<file path="config.mk">
export PLATFORM = sky130hd
export DESIGN_NAME = frame_hdr_decode
export DESIGN_NICKNAME = d
export VERILOG_FILES = /design/src/rtl/fhd_pkg.sv /design/src/rtl/fhd_depth_decode.sv /design/src/rtl/fhd_geometry.sv /design/src/rtl/frame_hdr_decode.sv
export SDC_FILE = /design/constraint.sdc
export NUM_CORES = 1
export LEC_CHECK = 0
export BUFFER_PORTS_ARGS = -buffer_cell sky130_fd_sc_hd__buf_4
export CORE_MARGIN = 2
export CORE_UTILIZATION = 42
export CTS_BUF_LIST = sky130_fd_sc_hd__clkbuf_8
export DETAILED_ROUTE_END_ITERATION = 12
export GPL_ROUTABILITY_DRIVEN = 0
export GPL_TIMING_DRIVEN = 0
export PLACE_DENSITY_LB_ADDON = 0.15
export SYNTH_ARGS = -nofsm -noshare
export SYNTH_HDL_FRONTEND = slang
export SYNTH_HIERARCHICAL = 1
export SYNTH_SLANG_ARGS = --single-unit
</file>
<file path="constraint.sdc">
create_clock -name clk -period 1.1 [get_ports clk]
set_clock_uncertainty 0.1 [all_clocks]
set_input_delay 0.055 -clock clk [delete_from_list [all_inputs] [get_ports clk]]
set_output_delay 0.055 -clock clk [all_outputs]
set_load 0.005 [all_outputs]
</file>
<file path="src/rtl/fhd_pkg.sv">
package fhd_pkg;
  localparam logic [1:0] MODE_NO_HDR = 2'd2;
  localparam int unsigned BIG_HDR_BYTES   = 512;
  localparam int unsigned SMALL_HDR_BYTES = 32;

  function automatic logic [4:0] code_to_bpp(input logic [2:0] code);
    logic [4:0] r;
    unique case (code)
      3'd0:    r = 5'd0;
      3'd1:    r = 5'd2;
      3'd2:    r = 5'd4;
      3'd3:    r = 5'd8;
      default: r = 5'd16;
    endcase
    return r;
  endfunction
endpackage

</file>
<file path="src/rtl/fhd_depth_decode.sv">
module fhd_depth_decode
  import fhd_pkg::*;
(
  input  logic [2:0] code,
  input  logic [1:0] mode,
  input  logic       tft,
  output logic [4:0] bits_pp,
  output logic       is_skip,
  output logic       is_direct,
  output logic [9:0] hdr_offset
);
  always_comb begin
    bits_pp   = code_to_bpp(code);
    is_skip   = (code == 3'd0);
    is_direct = code[2] & tft;
    if (mode == MODE_NO_HDR)
      hdr_offset = 10'd0;
    else if (code >= 3'd3)
      hdr_offset = 10'(BIG_HDR_BYTES);
    else
      hdr_offset = 10'(SMALL_HDR_BYTES);
  end
endmodule

</file>
<file path="src/rtl/fhd_geometry.sv">
module fhd_geometry #(
  parameter int DIM_W  = 11,
  parameter int LINE_W = 10,
  parameter int SIZE_W = 32
) (
  input  logic [4:0]        bits_pp,
  input  logic [DIM_W-1:0]  width,
  input  logic [DIM_W-1:0]  height,
  input  logic [9:0]        hdr_offset,
  input  logic [SIZE_W-1:0] size_bytes,
  input  logic              sp_enable,
  input  logic              sp_is_start,
  input  logic [LINE_W-1:0] sp_lines,
  output logic [DIM_W:0]    line_bytes,
  output logic              too_big,
  output logic [LINE_W-1:0] start_line,
  output logic [DIM_W-1:0]  num_lines
);
  localparam int PROD_W = 2 * DIM_W + 5;
  localparam int ACC_W  = (PROD_W > SIZE_W ? PROD_W : SIZE_W) + 2;

  logic [DIM_W+4:0]  row_bits;
  logic [PROD_W-1:0] frame_bits;
  logic [ACC_W-1:0]  need_bytes;
  logic [ACC_W-1:0]  limit_bytes;

  always_comb begin
    row_bits    = (DIM_W+5)'(width) * (DIM_W+5)'(bits_pp);
    line_bytes  = row_bits[DIM_W+3:3];
    frame_bits  = PROD_W'(row_bits) * PROD_W'(height);
    need_bytes  = ACC_W'(frame_bits >> 3) + ACC_W'(hdr_offset);
    limit_bytes = ACC_W'(size_bytes) + ACC_W'(2);
    too_big     = need_bytes > limit_bytes;

    start_line = '0;
    num_lines  = height;
    if (sp_enable) begin
      if (sp_is_start)
        start_line = sp_lines;
      else
        num_lines = DIM_W'(sp_lines);
    end
  end
endmodule

</file>
<file path="src/rtl/frame_hdr_decode.sv">
module frame_hdr_decode #(
  parameter int DIM_W  = 11,
  parameter int LINE_W = 10,
  parameter int SIZE_W = 32
) (
  input  logic              clk,
  input  logic              rst_n,
  input  logic              hdr_valid,
  input  logic [15:0]       hdr_word,
  input  logic [1:0]        load_mode,
  input  logic              tft_mode,
  input  logic [DIM_W-1:0]  panel_width,
  input  logic [DIM_W-1:0]  panel_height,
  input  logic [31:0]       subpanel,
  input  logic [SIZE_W-1:0] buf_bytes,
  output logic              done,
  output logic              skip,
  output logic [4:0]        bpp,
  output logic              direct16,
  output logic [9:0]        data_offset,
  output logic [DIM_W:0]    stride,
  output logic [LINE_W-1:0] first_line,
  output logic [DIM_W-1:0]  line_count,
  output logic              sync_err
);
  logic [4:0]        dec_bpp;
  logic              dec_skip, dec_direct;
  logic [9:0]        dec_offset;
  logic [DIM_W:0]    geo_stride;
  logic              geo_too_big;
  logic [LINE_W-1:0] geo_first;
  logic [DIM_W-1:0]  geo_count;

  logic              skip_d, direct_d, err_d;
  logic [4:0]        bpp_d;
  logic [DIM_W:0]    stride_d;

  logic unused_bits;
  assign unused_bits = ^{hdr_word[15], hdr_word[11:0], subpanel[30], subpanel[28:26],
                         subpanel[15:0]};

  fhd_depth_decode u_depth (
    .code       (hdr_word[14:12]),
    .mode       (load_mode),
    .tft        (tft_mode),
    .bits_pp    (dec_bpp),
    .is_skip    (dec_skip),
    .is_direct  (dec_direct),
    .hdr_offset (dec_offset)
  );

  fhd_geometry #(.DIM_W(DIM_W), .LINE_W(LINE_W), .SIZE_W(SIZE_W)) u_geom (
    .bits_pp     (dec_bpp),
    .width       (panel_width),
    .height      (panel_height),
    .hdr_offset  (dec_offset),
    .size_bytes  (buf_bytes),
    .sp_enable   (subpanel[31]),
    .sp_is_start (subpanel[29]),
    .sp_lines    (subpanel[16 +: LINE_W]),
    .line_bytes  (geo_stride),
    .too_big     (geo_too_big),
    .start_line  (geo_first),
    .num_lines   (geo_count)
  );

  always_comb begin
    skip_d   = dec_skip;
    bpp_d    = dec_bpp;
    direct_d = dec_direct;
    stride_d = geo_stride;
    err_d    = geo_too_big & ~dec_skip;
  end

  always_ff @(posedge clk or negedge rst_n) begin
    if (!rst_n) done <= 1'b0;
    else        done <= hdr_valid;
  end

  always_ff @(posedge clk or negedge rst_n) begin
    if (!rst_n) begin
      skip        <= 1'b0;
      bpp         <= '0;
      direct16    <= 1'b0;
      data_offset <= '0;
      stride      <= '0;
      first_line  <= '0;
      line_count  <= '0;
      sync_err    <= 1'b0;
    end else if (hdr_valid) begin
      skip        <= skip_d;
      bpp         <= bpp_d;
      direct16    <= direct_d;
      data_offset <= dec_offset;
      stride      <= stride_d;
      first_line  <= geo_first;
      line_count  <= geo_count;
      sync_err    <= err_d;
    end
  end
endmodule

</file>
==> out/qor.yml, run 1 <==
run_status:
  status: "finished, violations left"
  violations: "hold timing, setup timing"
finish:
  drive_gt1_share_pct: 29.8
  num_antenna_cells: 0
  finalNetCount: 1865
  layout-area-overhead-vs-synth_pct: 27.3
sta:
  drv_slew: 0
  period_needed_ns: 10.11
  fin_ws_ns: -9.01
  grt_setup_unrepaired: "true"
  period_share_pct: 919
  holdWs_ns: -0.000791
  max_freq_ghz: 0.0989
  setup_viol: 13
  hold_viol: 1
  slew_headroom_pct: 51.7
  tightestPinTransition_ns: 0.725
grt:
  grt_max_degree: 53
  grt.total_usage_pct: 22.1
  antenna_found_initial: 0
  grt_pass1_vias: 9641
  grt_pass1_wl_um: 50700
  overflow: 0
placed_design:
  pre_cts_slack_ns: -10.01
  hpwl_um: 24400
  numPortBuffers: 123
critical_path:
  worstPathArrival_ns: 10.29
  crit_path_end: "sync_err"
  crit_slowest_cell: "fa_1"
  cp.required_ns: 1.27
  r2r_setup_slack_ns: 0.21
  start_kind: "primary input"
  critPathCaptureType: "flip-flop"
  r2r-end: "stride[3]"
  rr_startpoint: "stride[3]"
  crit_start: "hdr_word[14]"
  cpPeakStageDelay_ns: 0.56
  r2r_cells: 1
  worst_path_most_repeated_cell: "fa_1"
  crit_fanout: 5
  crit_type: "primary input to flip-flop"
floorplan:
  initial_utilization_pct: 43.0
  io-pin-count: 160
  die_h_um: 170
  die-area_um2: 29000
  design.core.area_um2: 27000
  placementRows: 60
  die_w_um: 170
drt:
  drc_errors: 0
  post_drt_wl_per_cell_um: 17.2
  wl_um: 31400
  vias: 9399
  vias_per_cell: 5.16
  drtIter0Drc: 453
  firstDrtPassIters: 5
  postRouteAntennaNets: 0
synthesis:
  synthDominantAreaCellType: "fa_1"
  synth.area.top_cells: "fa_1, ha_1, dfrtp_1"
  netlist_instances: 1260
  synth_most_common_cell: "inv_1"
  synth_top_area_share_pct: 26.4
  synth_edf_count: 0
  synthArstFlopShare_pct: 100
  synth-seq-cells: 52
  syn_area_um2: 11600
  ys.flop_type: "dfrtp_1"
  synth-warning-count: 6
  ys_seq_area_share_pct: 11.2
  ys_top_cells_by_count: "inv_1, fa_1, nand2_1, ha_1, and2_1"
  ys_types: 66
  syn_area_per_cell_um2: 9.22
clock_tree:
  cts_sinks: 52
  clk_latency_ns: 0.34
  cts_tree: "done"
  path_clk_slew_ns: 0.12
  numCtsBuffers: 5
  cts-htree-levels: 2
  cts_buffer_depth: 2
  cts-root-buf: "clkbuf_8"
min_path:
  min_path_type: "primary input to flip-flop"
  holdPathStages: 3
flow_run:
  maxCapViolCount: 0
metal layers:
metal	vias to the layer above	global-route usage, %	wire [um]
met3	38	1.40	1100
met5	-	0	0
li1	4498	-	-
met1	4676	29.8	13700
met4	0	5.80	687
met2	187	38.6	15900
repair_timing:
item / in CTS / in global routing
setup buffers: 55 / 24
cloned: 1 / 0
hold endpoints to repair: 59 / 3
pin swaps: 65 / 43
endpoints found under the setup margin: 13 / 13
hold buffers: 5 / 1
gates resized for setup: 99 / 45
worst max-delay path: cells and delay by family:
kind                     cells  cell delay, ns
AND/OR/NAND/NOR             14            2.55
AO/OA/AOI/OAI                8            1.24
buffers and inverters        9            0.88
XOR/XNOR                     3            0.60
adder cells (fa/ha/maj)     11            4.93
cells by family (layout without fill, tap and decap cells):
family | Yosys count | after routing | synth area share, %
xor+xnor | 75 | 75 | 5.72
flops | 52 | 52 | 11.2
buf+inv | 237 | 451 | 8.75
other cells | 1 | 9 | 0.0323
simple gates | 415 | 415 | 18.7
fa+ha+maj | 276 | 276 | 39.6
compound gates | 131 | 131 | 7.43
mux | 73 | 73 | 8.55
how the worst min path moves through the flow:
stage                             from             to  slack (ns)
after global placement           rst_n  line_count[5]        0.06
after global routing      subpanel[17]  line_count[1]      -0.006
after CTS                 subpanel[22]  line_count[6]      -0.006
after detailed placement         rst_n  first_line[5]        0.06
final                     subpanel[21]  line_count[5]     -0.0008
after floorplan                  rst_n         bpp[0]       -0.34
per-stage QoR:
stage	hold slack [ns]	cell area (um2)	TNS [ns]	utilization, %	instances
2_1_floorplan	-0.341	12000	-35.72	-	1268
3_3_place_gp	0.0591	13400	-46.64	49.5	1732
3_5_place_dp	0.0572	13400	-46.92	49.5	1732
4_1_cts	-0.00621	14400	-40.01	53.4	1799
5_1_grt	-0.00574	14800	-40.92	54.7	1823
6_report	-0.000791	14800	-39.96	54.7	1823
area by class of cell:
class	instances	area (um2)
clock inverters	3	42.5
plain buffers	58	512
repair buffers	208	1690
fillers	2535	12200
flip-flops and latches	52	1300
multi-input cells	979	10100
well taps	341	427
inverters	177	669
clock buffers	5	68.8
flip-flops by register name, summed over array words and instances (netlist names):
register,flops
bpp,5
data_offset,10
direct16,1
done,1
first_line,10
line_count,11
skip,1
stride,12
sync_err,1
cells in the final DEF, fill, tap and decap left out, types with 5 or more instances in the layout:
master | synthesis | routed
conb_1 | 1 | 9
inv_1 | 176 | 167
xnor2_1 | 40 | 27
and2_4 | 0 | 6
dlygate4sd3_1 | 0 | 6
nand3_1 | 21 | 18
and2_1 | 112 | 106
nand4_1 | 12 | 12
xor2_1 | 34 | 32
buf_4 | 9 | 185
buf_6 | 1 | 25
mux2_2 | 18 | 17
ha_4 | 0 | 16
nor3_1 | 14 | 11
nor2_1 | 38 | 28
a21oi_1 | 33 | 21
xnor2_2 | 1 | 13
inv_2 | 0 | 10
o21ai_0 | 26 | 17
nor2b_1 | 8 | 8
o211ai_1 | 9 | 9
nand2b_1 | 17 | 16
and3_1 | 28 | 28
nand2_2 | 1 | 6
ha_1 | 123 | 107
a21o_1 | 18 | 18
buf_8 | 0 | 8
clkbuf_8 | 0 | 14
buf_12 | 5 | 6
fa_1 | 153 | 150
o21a_1 | 8 | 8
dfrtp_1 | 52 | 52
a21oi_4 | 0 | 5
a21oi_2 | 1 | 8
mux2_4 | 48 | 49
nor2_2 | 0 | 8
clkbuf_1 | 41 | 24
mux2i_1 | 7 | 7
nand2_1 | 137 | 131
Power of run 1 is not shown: default switching activity piles up to over one toggle a cycle in this logic, so the estimate is an artifact.
==> run 2: changes to the inputs <==
--- a/config.mk
+++ b/config.mk
@@ -13,6 +13,7 @@
 export GPL_ROUTABILITY_DRIVEN = 0
 export GPL_TIMING_DRIVEN = 0
 export PLACE_DENSITY_LB_ADDON = 0.15
+export RECOVER_POWER = 100
 export SYNTH_ARGS = -nofsm -noshare
 export SYNTH_HDL_FRONTEND = slang
 export SYNTH_HIERARCHICAL = 1
==> out/qor.yml, run 2 (same netlist as run 1, synthesis figures left out) <==
critical_path:
  rr_startpoint: "first_line[2]"
  start_kind: "primary input"
  crit_slowest_cell: "fa_1"
  crit_type: "primary input to flip-flop"
  r2r-end: "first_line[2]"
  crit_start: "hdr_word[14]"
  crit_path_end: "sync_err"
  r2r_setup_slack_ns: 0.19
  critPathCaptureType: "flip-flop"
  r2r_cells: 1
  cpPeakStageDelay_ns: 0.56
  crit_fanout: 5
  worst_path_most_repeated_cell: "fa_1"
  cp.required_ns: 1.28
  worstPathArrival_ns: 10.28
grt:
  grt.total_usage_pct: 22.1
  grt_pass1_vias: 9641
  antenna_found_initial: 0
  grt_max_degree: 53
  grt_pass1_wl_um: 50700
  overflow: 0
drt:
  vias: 9398
  drc_errors: 0
  drtIter0Drc: 417
  wl_um: 31400
  postRouteAntennaNets: 0
  top_layer: "met4"
  firstDrtPassIters: 5
  post_drt_wl_per_cell_um: 17.2
  vias_per_cell: 5.16
  wl_met1_um: 14000
  wl_met2_um: 15800
  route.met3.wl_um: 964
finish:
  final_cell_mix: "inv_1, fa_1, nand2_1"
  largestRegisters: "stride x12, line_count x11"
  fin_util_pct: 54.3
  final_common_cell: "inv_1"
  fillers: 2562
  drive_gt1_share_pct: 27.7
  regMostFlops: "stride"
  largest_reg_flops: 12
  layout-area-overhead-vs-synth_pct: 26.2
  num_antenna_cells: 0
  finalNetCount: 1865
flow_run:
  maxCapViolCount: 0
floorplan:
  io-pin-count: 160
  die-area_um2: 29000
  design.core.area_um2: 27000
  die_w_um: 170
  die_h_um: 170
  placementRows: 60
  initial_utilization_pct: 43.0
placed_design:
  numPortBuffers: 123
  hpwl_um: 24400
  pre_cts_slack_ns: -10.01
sta:
  grt_setup_unrepaired: "true"
  fin_ws_ns: -9.00
  setup_viol: 13
  max_freq_ghz: 0.0990
  slew_headroom_pct: 50.7
  period_needed_ns: 10.10
  hold_viol: 3
  period_share_pct: 918
  tightestPinTransition_ns: 0.740
  holdWs_ns: -0.00250
  drv_slew: 0
clock_tree:
  cts-root-buf: "clkbuf_8"
  cts-htree-levels: 2
  cts_buffer_depth: 2
  path_clk_slew_ns: 0.12
  numCtsBuffers: 5
  clk_latency_ns: 0.33
  cts_sinks: 52
  cts_tree: "done"
run_status:
  violations: "hold timing, setup timing"
  status: "finished, violations left"
min_path:
  min_path_type: "primary input to flip-flop"
-- run 2: how the worst min path moves through the flow --
stage                      start  slack (ns)            end  cells after the start
global route        subpanel[17]      -0.006  line_count[1]                      3
global placement           rst_n        0.06  line_count[5]                      1
finish              subpanel[21]      -0.002  line_count[5]                      3
CTS                 subpanel[22]      -0.006  line_count[6]                      3
detailed placement         rst_n        0.06  first_line[5]                      1
floorplan                  rst_n       -0.34         bpp[0]                      0
-- run 2: metrics by stage --
step	cell area (um2)	setup TNS, ns	instances
finish	14700	-39.95	1823
global route	14700	-40.92	1823
CTS	14400	-40.01	1799
detailed placement	13400	-46.92	1732
global placement	13400	-46.64	1732
floorplan	12000	-35.72	1268
-- run 2: layout make-up --
type                       count  area (um2)  area share, %
clock buffer                   5        68.8          0.469
tap                          341         427           2.91
clock inverter                 3        42.5          0.290
timing repair buffer         208        1670           11.4
inverter                     177         669           4.56
sequential                    52        1300           8.87
buffer                        58         503           3.43
multi-input combinational    979        9980           68.1
-- run 2: critical path, delay by kind of cell --
kind	cells	cell delay, ns
AO/OA/AOI/OAI	8	1.26
XOR/XNOR	3	0.59
AND/OR/NAND/NOR	14	2.55
adder cells (fa/ha/maj)	11	4.93
buffers and inverters	9	0.88
-- run 2: timing repair --
action | in CTS | in global routing
endpoints found under the setup margin | 13 | 13
setup buffers | 55 | 24
hold buffers | 5 | 1
gates resized for setup | 99 | 45
cloned | 1 | 0
endpoints found under the hold margin | 59 | 3
pin swaps | 65 | 43
-- run 2: metal layers --
metal	global-route usage [%]	vias to the layer above
met5	0	-
met4	5.80	0
met3	1.40	38
met2	38.6	183
met1	29.8	4679
li1	-	4498
Power of run 2 is left out for the same reason.
